**config.mk**
```make
export PLATFORM = sky130hd
export DESIGN_NAME = qdiv_unit
export DESIGN_NICKNAME = d
export VERILOG_FILES = /design/src/rtl/qdiv_pkg.sv /design/src/rtl/qdiv_prep.sv /design/src/rtl/qdiv_iter.sv /design/src/rtl/qdiv_post.sv /design/src/rtl/qdiv_unit.sv
export SDC_FILE = /design/constraint.sdc
export NUM_CORES = 1
export LEC_CHECK = 0
export ABC_AREA = 1
export CORE_ASPECT_RATIO = 1.5
export CORE_MARGIN = 2
export CORE_UTILIZATION = 49
export CTS_BUF_LIST = sky130_fd_sc_hd__clkbuf_4 sky130_fd_sc_hd__clkbuf_8
export CTS_CLUSTER_DIAMETER = 200
export DETAILED_ROUTE_END_ITERATION = 6
export PLACE_DENSITY = 0.73
export SYNTH_ARGS = -nofsm -noshare
export SYNTH_HDL_FRONTEND = slang
export SYNTH_SLANG_ARGS = --single-unit
```
**constraint.sdc**
```tcl
create_clock -name clk -period 3.64 [get_ports clk]
set_input_delay 0.728 -clock clk [delete_from_list [all_inputs] [get_ports clk]]
set_output_delay 0.728 -clock clk [all_outputs]
set_load 0.01 [all_outputs]
```
**src/rtl/qdiv_pkg.sv**
```systemverilog
package qdiv_pkg;
    typedef enum logic [2:0] {
        ST_IDLE,
        ST_SETUP,
        ST_ITER,
        ST_FINAL,
        ST_RESP
    } qdiv_state_e;
endpackage

```
**src/rtl/qdiv_prep.sv**
```systemverilog
module qdiv_prep #(
    parameter int XLEN = 64
) (
    input  logic            is_signed,
    input  logic            is_dword,
    input  logic [XLEN-1:0] opa,
    input  logic [XLEN-1:0] opb,
    output logic [XLEN-1:0] ext_a,
    output logic [XLEN-1:0] mag_a,
    output logic [XLEN-1:0] mag_b,
    output logic            neg_q,
    output logic            div_zero,
    output logic            ovf
);
    localparam int HALF = XLEN / 2;

    logic [XLEN-1:0] ext_b;
    logic [XLEN-1:0] min_val;
    logic            sa, sb;

    always_comb begin
        if (is_dword) begin
            ext_a   = opa;
            ext_b   = opb;
            min_val = {1'b1, {(XLEN-1){1'b0}}};
        end else if (is_signed) begin
            ext_a   = {{HALF{opa[HALF-1]}}, opa[HALF-1:0]};
            ext_b   = {{HALF{opb[HALF-1]}}, opb[HALF-1:0]};
            min_val = {{(HALF+1){1'b1}}, {(HALF-1){1'b0}}};
        end else begin
            ext_a   = {{HALF{1'b0}}, opa[HALF-1:0]};
            ext_b   = {{HALF{1'b0}}, opb[HALF-1:0]};
            min_val = {{(HALF+1){1'b1}}, {(HALF-1){1'b0}}};
        end
        sa       = is_signed & ext_a[XLEN-1];
        sb       = is_signed & ext_b[XLEN-1];
        mag_a    = sa ? (~ext_a + 1'b1) : ext_a;
        mag_b    = sb ? (~ext_b + 1'b1) : ext_b;
        neg_q    = sa ^ sb;
        div_zero = (ext_b == '0);
        ovf      = is_signed && (ext_a == min_val) && (ext_b == {XLEN{1'b1}});
    end
endmodule

```
**src/rtl/qdiv_iter.sv**
```systemverilog
module qdiv_iter #(
    parameter int XLEN = 64
) (
    input  logic            clk,
    input  logic            rst_n,
    input  logic            load,
    input  logic            step,
    input  logic            word,
    input  logic [XLEN-1:0] dvd,
    input  logic [XLEN-1:0] dvs,
    output logic [XLEN-1:0] quo
);
    localparam int HALF = XLEN / 2;

    logic [XLEN:0]   rem_q;
    logic [XLEN-1:0] quo_q;
    logic [XLEN-1:0] dvs_q;
    logic [XLEN:0]   rem_sh;
    logic [XLEN:0]   diff;

    always_comb begin
        rem_sh = {rem_q[XLEN-1:0], quo_q[XLEN-1]};
        diff   = rem_sh - {1'b0, dvs_q};
    end

    always_ff @(posedge clk or negedge rst_n) begin
        if (!rst_n) begin
            rem_q <= '0;
            quo_q <= '0;
            dvs_q <= '0;
        end else if (load) begin
            rem_q <= '0;
            quo_q <= word ? {dvd[HALF-1:0], {HALF{1'b0}}} : dvd;
            dvs_q <= dvs;
        end else if (step) begin
            rem_q <= diff[XLEN] ? rem_sh : diff;
            quo_q <= {quo_q[XLEN-2:0], ~diff[XLEN]};
        end
    end

    assign quo = quo_q;

    // Each retired bit leaves a partial remainder smaller than the divisor.
    AST_REM_BELOW_DIVISOR: assert property (@(posedge clk) disable iff (!rst_n)
        $past(step) && !$past(load) |-> rem_q < {1'b0, dvs_q}) else $error("rem");
endmodule

```
**src/rtl/qdiv_post.sv**
```systemverilog
module qdiv_post #(
    parameter int XLEN = 64
) (
    input  logic [XLEN-1:0] quo,
    input  logic            neg,
    input  logic            word,
    output logic [XLEN-1:0] res
);
    localparam int HALF = XLEN / 2;

    logic [XLEN-1:0] signed_q;

    always_comb begin
        signed_q = neg ? (~quo + 1'b1) : quo;
        res      = word ? {{HALF{signed_q[HALF-1]}}, signed_q[HALF-1:0]} : signed_q;
    end
endmodule

```
**src/rtl/qdiv_unit.sv**
```systemverilog
module qdiv_unit #(
    parameter int XLEN = 64,
    parameter int IDXW = 5
) (
    input  logic            clk,
    input  logic            rst_n,
    input  logic            start,
    input  logic            is_signed,
    input  logic            is_dword,
    input  logic            mode64_en,
    input  logic [XLEN-1:0] opa,
    input  logic [XLEN-1:0] opb,
    input  logic [IDXW-1:0] dest,
    output logic [XLEN-1:0] result,
    output logic [IDXW-1:0] result_dest,
    output logic            wr_en,
    output logic            done,
    output logic            illegal
);
    import qdiv_pkg::*;

    localparam int HALF = XLEN / 2;
    localparam int CNTW = $clog2(XLEN);

    qdiv_state_e     state, state_nx;
    logic            sgn_q, dw_q, m64_q;
    logic [XLEN-1:0] a_q, b_q;
    logic [IDXW-1:0] dest_q;
    logic [CNTW-1:0] cnt_q, last_bit;
    logic [XLEN-1:0] res_q;
    logic            wr_q, ill_q;

    logic [XLEN-1:0] ext_a, mag_a, mag_b, quo, fin_res;
    logic            neg_q, div_zero, ovf;
    logic            bad_op, short_path, load, step;

    qdiv_prep #(.XLEN(XLEN)) u_prep (
        .is_signed (sgn_q),
        .is_dword  (dw_q),
        .opa       (a_q),
        .opb       (b_q),
        .ext_a     (ext_a),
        .mag_a     (mag_a),
        .mag_b     (mag_b),
        .neg_q     (neg_q),
        .div_zero  (div_zero),
        .ovf       (ovf)
    );

    qdiv_iter #(.XLEN(XLEN)) u_iter (
        .clk   (clk),
        .rst_n (rst_n),
        .load  (load),
        .step  (step),
        .word  (~dw_q),
        .dvd   (mag_a),
        .dvs   (mag_b),
        .quo   (quo)
    );

    qdiv_post #(.XLEN(XLEN)) u_post (
        .quo  (quo),
        .neg  (neg_q),
        .word (~dw_q),
        .res  (fin_res)
    );

    always_comb begin
        bad_op     = dw_q && !m64_q;
        short_path = bad_op || (dest_q == '0) || div_zero || ovf;
        load       = (state == ST_SETUP) && !short_path;
        step       = (state == ST_ITER);
        last_bit   = dw_q ? CNTW'(XLEN - 1) : CNTW'(HALF - 1);
    end

    // Next-state logic
    always_comb begin
        state_nx = state;
        unique case (state)
            ST_IDLE:  if (start) state_nx = ST_SETUP;
            ST_SETUP: state_nx = short_path ? ST_RESP : ST_ITER;
            ST_ITER:  if (cnt_q == last_bit) state_nx = ST_FINAL;
            ST_FINAL: state_nx = ST_RESP;
            ST_RESP:  state_nx = ST_IDLE;
            default:  state_nx = ST_IDLE;
        endcase
    end

    // State register
    always_ff @(posedge clk or negedge rst_n) begin
        if (!rst_n) state <= ST_IDLE;
        else        state <= state_nx;
    end

    // Operand capture, counter and response registers
    always_ff @(posedge clk or negedge rst_n) begin
        if (!rst_n) begin
            sgn_q  <= 1'b0;
            dw_q   <= 1'b0;
            m64_q  <= 1'b0;
            a_q    <= '0;
            b_q    <= '0;
            dest_q <= '0;
            cnt_q  <= '0;
            res_q  <= '0;
            wr_q   <= 1'b0;
            ill_q  <= 1'b0;
        end else begin
            unique case (state)
                ST_IDLE: if (start) begin
                    sgn_q  <= is_signed;
                    dw_q   <= is_dword;
                    m64_q  <= mode64_en;
                    a_q    <= opa;
                    b_q    <= opb;
                    dest_q <= dest;
                    wr_q   <= 1'b0;
                    ill_q  <= 1'b0;
                end
                ST_SETUP: begin
                    cnt_q <= '0;
                    if (bad_op) begin
                        ill_q <= 1'b1;
                    end else if (dest_q == '0) begin
                        wr_q <= 1'b0;
                    end else if (div_zero) begin
                        res_q <= '0;
                        wr_q  <= 1'b1;
                    end else if (ovf) begin
                        res_q <= ext_a;
                        wr_q  <= 1'b1;
                    end
                end
                ST_ITER:  cnt_q <= cnt_q + 1'b1;
                ST_FINAL: begin
                    res_q <= fin_res;
                    wr_q  <= 1'b1;
                end
                ST_RESP:  ;
                default:  ;
            endcase
        end
    end

    assign done        = (state == ST_RESP);
    assign wr_en       = done && wr_q;
    assign illegal     = done && ill_q;
    assign result      = res_q;
    assign result_dest = dest_q;

    AST_DONE_SINGLE: assert property (@(posedge clk) disable iff (!rst_n)
        done |=> !done) else $error("done");
    AST_WRITE_NONZERO_DEST: assert property (@(posedge clk) disable iff (!rst_n)
        wr_en |-> done && (result_dest != '0)) else $error("dest");
    AST_ILLEGAL_NO_WRITE: assert property (@(posedge clk) disable iff (!rst_n)
        illegal |-> !wr_en && dw_q) else $error("ill");
    AST_WORD_SEXT: assert property (@(posedge clk) disable iff (!rst_n)
        wr_en && !dw_q |-> result[XLEN-1:HALF] == {HALF{result[HALF-1]}}) else $error("sext");
    AST_BUSY_KEEPS_DEST: assert property (@(posedge clk) disable iff (!rst_n)
        (state != ST_IDLE) && (state != ST_RESP) |=> $stable(dest_q)) else $error("busy");
endmodule

```
Word-level counts from Yosys, hierarchy flattened
Cells that the tools add are included.
- register bits after elaboration: 403
- latch bits: 0
- memory bits (writable): 0
- bits in read-only memories: 0
- input port bits: 139
- memories: 0
- $add $sub $neg: 5
- multipliers: 0
- div/mod/pow operators: 0
- $lt $le $gt $ge: 0
- equality and inequality tests: 14
- shifts and indexed selects: 0
- muxes and demuxes: 34
- bitwise operators: 7
- reductions and logical operators: 24
- operators by type and width (kind ; count):
    64-bit two-way mux ; 18
    64-bit by 1-bit adder with 64-bit output, second input constant ; 3
    64-bit inverter ; 3
    64-bit one-hot mux with 2 select lines ; 1
    65-bit by 64-bit subtractor with 65-bit output ; 1
    64-bit == test ; 1
    64-bit == test, second input constant ; 1
    64-bit logical NOT ; 1
    63-bit two-way mux ; 1
    3-bit one-hot mux with 4 select lines ; 1
    6-bit one-hot mux with 2 select lines ; 1
    3-bit two-way mux ; 3
    2-bit != test, second input constant ; 4
    4-bit AND reduction ; 2
    2-bit nonzero test ; 4
    6-bit by 1-bit adder with 6-bit output, second input constant ; 1
    3-bit by 2-bit == test with 1-bit output, second input constant ; 2
    6-bit == test ; 1
    1-bit logical AND ; 6
    1-bit two-way mux ; 6
    6-bit two-way mux ; 1
    5-bit logical NOT ; 1
    4-bit by 3-bit != test with 1-bit output, second input constant ; 1
    2-bit AND reduction ; 2
    14 further kinds ; 18

Logic depth before layout (Yosys ltp)
Gate-level depths: netlist (run 1).
- depth after elaboration: 10
- depth in mapped cells: 20
- mapped depth without buffers: 19

By module
A second synthesis (run 1) with hierarchy kept.
- cell total of the unflattened synthesis: 5410
- area total of the unflattened synthesis: 32296.0 µm²
- by module, submodules not included (module ; times used ; cells each ; area an instance (µm²) ; seq. area each (µm²)):
    qdiv_iter ; 1 ; 2374 ; 14516.4 ; 4804.6
    qdiv_unit ; 1 ; 1283 ; 9554.2 ; 5280.1
    qdiv_prep ; 1 ; 1216 ; 5749.3 ; 0.0
    qdiv_post ; 1 ; 537 ; 2476.1 ; 0.0

Worst setup path before layout (run 1)
No wires, ideal clock.
- path kind: register to register
- start point: register u_iter.quo_q[63], in the netlist u_iter.quo[63]
- end point: register u_iter.rem_q[12]
- data arrival time: 2451 ps
- required time: 3522 ps
- setup slack: 1071 ps
- cell stages (with the launch flop): 21
- period minus slack after synthesis: 2569 ps
- cell sequence: dfrtp_1 -> inv_1 -> ha_1 -> inv_1 -> fa_1 -> nand2_1 -> nand2_1 -> nand3b_1 -> nand2_1 -> nand2_1 -> nand2_1 -> nand2_1 -> nand2_1 -> nand2_1 -> nand2_1 -> nand2_1 -> buf_2 -> buf_2 -> nand3_1 -> nand3_1 -> nand2_1
- longest elaborated chain between the ends: 4
- ends and longest elaborated chain (item ; line ; text):
    start: declaration ; qdiv_iter.sv:16 ; logic [XLEN-1:0] quo_q;
    start signal: assignment ; qdiv_iter.sv:33 ; quo_q <= word ? {dvd[HALF-1:0], {HALF{1'b0}}} : dvd;
    start signal: assignment ; qdiv_iter.sv:37 ; quo_q <= {quo_q[XLEN-2:0], ~diff[XLEN]};
    65-bit by 64-bit subtractor with 65-bit output ; qdiv_iter.sv:23 ; diff = rem_sh - {1'b0, dvs_q};
    64-bit two-way mux ; qdiv_iter.sv:36 ; rem_q <= diff[XLEN] ? rem_sh : diff;
    64-bit two-way mux ; qdiv_iter.sv:35 ; end else if (step) begin
    64-bit two-way mux ; qdiv_iter.sv:31 ; end else if (load) begin
    end signal: assignment ; qdiv_iter.sv:36 ;
    end: declaration ; qdiv_iter.sv:15 ; logic [XLEN:0] rem_q;
No other way between the ends. The select of a mux whose other input is x is not followed.
A chain may end at the register's enable or synchronous reset.

Final worst setup path (run 1)
- start point: register u_iter.dvs_q[36]
- end point: register u_iter.rem_q[40]
- longest elaborated chain between the ends: 4
- ends and longest elaborated chain (item ; line ; text):
    start: declaration ; qdiv_iter.sv:17 ; logic [XLEN-1:0] dvs_q;
    start signal: assignment ; qdiv_iter.sv:34 ; dvs_q <= dvs;
    65-bit by 64-bit subtractor with 65-bit output ; qdiv_iter.sv:23 ;
    64-bit two-way mux ; qdiv_iter.sv:36 ;
    64-bit two-way mux ; qdiv_iter.sv:35 ;
    64-bit two-way mux ; qdiv_iter.sv:31 ;
No other way between the ends. The select of a mux whose other input is x is not followed.

==> results_dict.tcl, run 1 <==
set metrics [dict create \
    yosysTopAreaCell "dfrtp_1" \
    max_clock_freq_mhz 293 \
    syn_area_um2 31700 \
    clock_skew_ps 56.6 \
    cp_max_fo 36 \
    wl_per_cell_um 20.3 \
    setup_violations 0 \
    cts_buffer_depth 3 \
    die_area_um2 66800 \
    vias_per_cell 5.46 \
    grt_start_max_net_pins 233 \
    cp_cell_sequence "inv_1 > ha_1 > nand2_1 > inv_1 > nand2_1 > inv_1 > nand2_1 > nand2_1 > nand2_1 > nand2_1 > a21oi_1 > nand3_1 > nand2_2 > buf_12 > nand2_1 > nand3_1 > nand2_1" \
    clock-sinks 403 \
    cts_tree "built" \
    start_util 0.494 \
    fin_nets 5714 \
    vias 34800 \
    hpwl_mm 100 \
    reg2reg_depth 17 \
    routabilityCongestion 1.12 \
    synth_top_area_share 0.318 \
    syn_nets 5531 \
    cpLargestDelayFamily "simple AND/OR/NAND/NOR gates" \
    setup_tns_ps 0 \
    cpPeakStageDelay_ps 490 \
    grt_pass1_wl_mm 197 \
    crit_start "u_iter.dvs_q[36]" \
    p_per_area_nw_per_um2 1140 \
    antenna_found_initial 5 \
    synth_cells 5322 \
    die_y_um 316 \
    status "finished, final reports clean" \
    reg2reg_to "u_iter.rem_q[40]" \
    drcViolationCount 0 \
    postSynthAreaPerCell_um2 5.96 \
    synth_edf_count 0 \
    vdd_drop_max_mv 0.816 \
    cts_buffers 70 \
    synth_seq_area_share 0.318 \
    critPathBufInv 4 \
    hp-class "in -> async" \
    drive_above_1_share 0.0430 \
    root_buffer "clkbuf_8" \
    dp.cells 6245 \
    port_buffers 210 \
    p_leak_uw 0.0195 \
    period_minus_slack_ps 3410 \
    finalCritPeriodShare 0.936 \
    synth_flop_cell "dfrtp_1" \
    crit_required_ps 4230 \
    dr.first_iter.drc_count 2666 \
    ys_warn_count 0 \
    ys_types 46 \
    async_flop_share 1.00 \
    critPathKind "reg -> reg" \
    crit_arrival_ps 4000 \
    rrSetupSlack_ps 230 \
    syn_to_final_growth_pct 14.4 \
    drv_cap 0 \
    fp.dieW_um 212 \
    cp-end-kind "register" \
    r2r_start "u_iter.dvs_q[36]" \
    fin_cells 6368 \
    clkTransAtPathRegs_ps 60 \
    slowest_stage "a21oi_1" \
    overflow 0 \
    relSlewSlack 0.0793 \
    synthTopCellsByArea "dfrtp_1, nand2_1, nand3_1" \
    core_um2 64200 \
    num-fill-cells 6689 \
    globalRouteTotalUtil 0.392 \
    ios 211 \
    routed_wl_mm 129 \
    drv_slew 0 \
    ys_ff_latch 403 \
    worst_pin_slew_ps 1380 \
    ant_nets 0 \
    num_rows 114 \
    hold_ws_ps 72.1 \
    finalHoldViolCount 0 \
    cts_htree_levels 3 \
    rsz0062_at_grt "false" \
    critPathLaunchType "register" \
    dr.pass1.iters 6 \
    clk_latency_ps 720 \
    grt_pass1_vias 34600 \
    crit_path_frequent_cell "nand2_1" \
]
[per-layer routing]
| layer | vias up | GRT usage | part of all wire |
|---|---|---|---|
| met3 | 607 | 0.0669 | 0.055 |
| met5 | - | 0 | 0.00020 |
| met2 | 1334 | 0.682 | 0.49 |
| met4 | 4 | 0.395 | 0.12 |
| li1 | 16900 | - | - |
| met1 | 15900 | 0.386 | 0.34 |
[worst max-delay path by stage]
| stage | end | slack, ps | cells after the start |
|---|---|---|---|
| 6_report | u_iter.rem_q[40] | 230 | 17 |
| 5_1_grt | u_iter.dvs_q[57] | 4 | 12 |
| 4_1_cts | u_iter.dvs_q[57] | 290 | 12 |
| 3_5_place_dp | u_iter.dvs_q[57] | 250 | 12 |
| 3_3_place_gp | u_iter.dvs_q[63] | 340 | 11 |
| 2_1_floorplan | u_iter.rem_q[12] | 1070 | 20 |
[placed cells by master, fill, tap and decap left out, types with 81 or more instances in the layout]
cell / n
o21ai_0: 201
inv_1: 698
nand3_1: 589
clkbuf_8: 81
nor2_1: 517
clkdlybuf4s50_1: 209
nand2_1: 2203
a21oi_1: 83
nand4_1: 81
dfrtp_1: 402
[where the power goes]
group	internal (µW)	leakage, µW	switching (µW)	total (µW)
Clock	2530	0.000782	2090	4620
Combinational	8690	0.0136	19700	28400
Sequential	6420	0.00514	2080	8500
Total	17600	0.0195	23900	41500
[cell type report]
class,count,area (µm²),share of cell area
clock buffer,102,1270,0.0351
multi-input combinational,4028,18100,0.498
timing repair buffer,297,2960,0.0816
sequential,403,10100,0.278
inverter,705,2650,0.0731
antenna,3,7.51,0.000207
tap,812,1020,0.0280
clock inverter,18,208,0.00573
[cell families (layout without fill, tap and decap cells)]
logic type / after synthesis / count (layout) / share of synthesized area
AO/OA/AOI/OAI: 335 / 335 / 0.0552
buffers and inverters: 891 / 1122 / 0.113
other: 0 / 3 / 0
XOR/XNOR: 104 / 104 / 0.0287
flip-flops: 403 / 403 / 0.318
AND/OR/NAND/NOR: 3518 / 3518 / 0.457
multiplexers: 1 / 1 / 0.000316
adder cells (fa/ha/maj): 70 / 70 / 0.0279
[registers in the layout, summed over array words and instances (netlist names), 3 cells and up]
register,cells
a_q,64
b_q,64
result,64
u_iter.dvs_q,64
u_iter.quo,64
u_iter.rem_q,64
cnt_q,6
result_dest,5
state,3
[cells in the mapped netlist (2+ instances only)]
master	count
or2_2	4
clkbuf_1	89
nand2_1	2204
dfrtp_1	403
o21ai_2	2
xnor2_1	40
o21ai_0	201
xor2_1	64
nand3_2	4
o211ai_1	5
o21ai_1	22
and3_1	5
buf_2	44
clkinv_1	4
ha_1	69
nand3b_1	39
o21bai_1	10
nor2_1	520
nor4_1	11
nor3_1	46
nor2_2	2
nand4_1	81
a21oi_1	84
buf_4	24
buf_6	13
inv_1	699
nand2_2	5
o31ai_1	2
buf_1	15
nand3_1	589
a31oi_1	2
and2_1	6
[repair_timing]
action	4_1_cts	5_1_grt
endpoints found under the setup margin	0	6
gates resized for setup	0	1
setup buffers	0	0
hold buffers	0	0
[metrics by stage]
stage               power [µW]  cell area, µm²  setup WS [ps]   util
floorplan                26300           31700           1070      -
global placement         35800           34800            338  0.542
detailed placement       36000           34800            252  0.542
CTS                      40700           36300            288  0.565
global route             44900           36300           4.21  0.565
finish                   41500           36300            232  0.565
Power figures use the tool's default switching activity.
==> run 2: changes to the inputs <==
--- a/config.mk
+++ b/config.mk
@@ -5,14 +5,15 @@
 export SDC_FILE = /design/constraint.sdc
 export NUM_CORES = 1
 export LEC_CHECK = 0
-export ABC_AREA = 1
+export ABC_AREA = 0
 export CORE_ASPECT_RATIO = 1.5
 export CORE_MARGIN = 2
 export CORE_UTILIZATION = 49
 export CTS_BUF_LIST = sky130_fd_sc_hd__clkbuf_4 sky130_fd_sc_hd__clkbuf_8
 export CTS_CLUSTER_DIAMETER = 200
 export DETAILED_ROUTE_END_ITERATION = 6
-export PLACE_DENSITY = 0.73
+export PLACE_DENSITY = 0.74
+export SETUP_SLACK_MARGIN = 0.1
 export SYNTH_ARGS = -nofsm -noshare
 export SYNTH_HDL_FRONTEND = slang
 export SYNTH_SLANG_ARGS = --single-unit
==> run 2 against run 1 <==
Design area decreased by 14%; hold slack improved by 36 ps; clock skew decreased by 13 ps; core utilization increased by 4.8 points; synthesized cell count decreased by 47%; register-to-register slack got worse by 80 ps; global-route usage decreased by 5.8 points; first-iteration DRC count decreased by 46%; final cell count decreased by 40%; critical path type unchanged; critical endpoint is now u_iter.rem_q[58]; largest power group unchanged.
==> results_dict.tcl, run 2 <==
set metrics [dict create \
    globalRouteTotalUtil 0.334 \
    status "finished, final reports clean" \
    start_util 0.495 \
    syn_nets 3024 \
    dr.pass1.iters 5 \
    grt_pass1_vias 24100 \
    drive_above_1_share 0.170 \
    port_buffers 210 \
    grt_start_max_net_pins 99 \
    ant_nets 0 \
    finalCritPeriodShare 0.959 \
    crit_arrival_ps 4060 \
    synth_edf_count 0 \
    total_power_uw 36000 \
    fp.dieW_um 189 \
    period_minus_slack_ps 3490 \
    cpPeakStageDelay_ps 390 \
    drv_slew 0 \
    ys_warn_count 0 \
    drv_cap 0 \
    cts_buffers 67 \
    rrSetupSlack_ps 150 \
    rsz0062_at_grt "true" \
    slowest_stage "dfrtp_1" \
    synthTopCellsByArea "dfrtp_1, o21ai_0, mux2_2" \
    synth_top_area_share 0.403 \
    overflow 0 \
    ys_types 85 \
    post-place-ws_ps 78.3 \
    clock-sinks 403 \
    hpwl_mm 67.5 \
    max_clock_freq_mhz 287 \
    cp-end-kind "register" \
    critPathKind "reg -> reg" \
    synth.most_common_cell "dfrtp_1" \
    cp_cell_sequence "inv_2 > ha_4 > inv_4 > fa_2 > a211oi_2 > o21ai_2 > o211ai_1 > buf_4 > nand2_2 > o211ai_1 > buf_4 > o211ai_1 > xor2_4 > buf_12 > nor2_4 > clkbuf_16 > a22oi_1 > o21ai_1" \
    wl_per_cell_um 23.4 \
    synth_seq_area_share 0.403 \
    relSlewSlack 0.303 \
    vdd_drop_max_mv 0.645 \
    root_buffer "clkbuf_8" \
    ios 211 \
    hp-class "in -> async" \
    p_per_area_nw_per_um2 1160 \
    die_y_um 281 \
    crit_path_frequent_cell "o211ai_1" \
    dp.cells 3714 \
    fin_cells 3850 \
    final_common_cell "dfrtp_1" \
    core_um2 50500 \
    cp_max_fo 8 \
    postPlaceCellArea_um2 29100 \
    setup_tns_ps 0 \
    worst_slack_ps 151 \
    num_rows 101 \
    synth_cells 2815 \
    fin_nets 3342 \
    syn_area_um2 25000 \
    clkTransAtPathRegs_ps 60 \
    finalHoldViolCount 0 \
    cts_buffer_depth 3 \
    synth_flop_cell "dfrtp_1" \
    grt_pass1_wl_mm 136 \
    cts_tree "built" \
    final_cell_mix "dfrtp_1, o21ai_0, nand2_1" \
    yosysTopAreaCell "dfrtp_1" \
    async_flop_share 1.00 \
    syn_to_final_growth_pct 23.8 \
    critPathBufInv 6 \
    crit_required_ps 4210 \
    clk_latency_ps 690 \
    worst_pin_slew_ps 1040 \
    drcViolationCount 0 \
    setup_violations 0 \
    finish.instance_area_um2 31000 \
    die_area_um2 53000 \
    postSynthAreaPerCell_um2 8.90 \
    antenna_found_initial 1 \
    vias 23900 \
    ys_ff_latch 403 \
    synthTopCellsByCount "dfrtp_1, o21ai_0, nand2_1" \
    cts_htree_levels 3 \
    vias_per_cell 6.20 \
    p_leak_uw 0.0130 \
    dr.first_iter.drc_count 1438 \
    critPathLaunchType "register" \
    routed_wl_mm 90.2 \
    routabilityCongestion 0.996 \
    clock_skew_ps 44.0 \
    cpLargestDelayFamily "compound AO/OA/AOI/OAI gates" \
]
## run 2: where the power goes
part | switching, µW | total (µW) | internal [µW]
Clock | 2030 | 4500 | 2470
Sequential | 2360 | 8840 | 6480
Combinational | 13000 | 22700 | 9710
Total | 17300 | 36000 | 18700
## run 2: final timing paths
| path | startpoint | endpoint | cells past startpoint |
|---|---|---|---|
| worst max register to register | u_iter.quo[63] | u_iter.rem_q[58] | 18 |
| min in group clk | result[44] | result[44] | 2 |
| worst max-delay path | u_iter.quo[63] | u_iter.rem_q[58] | 18 |
| worst min-delay path | rst_n | result[1] | 1 |
| max in group asynchronous | rst_n | b_q[36] | 2 |
| worst min register to register | result[44] | result[44] | 2 |
## run 2: kinds of logic (layout without fill, tap and decap cells)
family                   Yosys count  after routing  synth area share
adder cells (fa/ha/maj)           70             70            0.0353
other                              0              1                 0
AND/OR/NAND/NOR                  763            763             0.147
multiplexers                     159            159            0.0702
flip-flops                       403            403             0.403
XOR/XNOR                         223            223            0.0780
buffers and inverters            290            655            0.0458
AO/OA/AOI/OAI                    907            907             0.221
## run 2: stage by stage
| stage | utilization | hold WS (ps) |
|---|---|---|
| global route | 0.613 | 176 |
| floorplan | - | 432 |
| CTS | 0.605 | 114 |
| global placement | 0.575 | 464 |
| finish | 0.613 | 108 |
| detailed placement | 0.575 | 475 |
## run 2: cell type report
| cell class | instances | area (µm²) |
|---|---|---|
| Antenna cell | 1 | 2.50 |
| Clock buffer | 89 | 1170 |
| Clock inverter | 27 | 293 |
| Fill cell | 4379 | 19500 |
| Inverter | 115 | 434 |
| Multi-Input combinational cell | 2122 | 14100 |
| Sequential cell | 403 | 10100 |
| Tap cell | 669 | 837 |
| Timing Repair Buffer | 424 | 4120 |
## run 2: metal layers
layer,share of wire,wire (µm),vias up,GRT usage
met5,0,0,-,0
met4,0.091,8250,0,0.284
met3,0.049,4430,348,0.0476
met2,0.52,46800,946,0.605
met1,0.34,30800,11700,0.335
li1,-,-,10800,-
## run 2: worst register-to-register path: cells and delay by family, from the launching register on
kind | cells | cell delay, ps
XOR/XNOR | 1 | 250
AO/OA/AOI/OAI | 7 | 1060
adder cells (fa/ha/maj) | 2 | 530
AND/OR/NAND/NOR | 2 | 320
buffers and inverters | 6 | 830
flip-flops | 1 | 390
## run 2: timing repair
item                       4_1_cts  5_1_grt
setup buffers                    2       11
gates cloned                     0        6
pin swaps                        1       17
setup endpoints to repair        7      146
hold endpoints to repair         0        0
hold buffers                     0        0
resized for setup                3       65
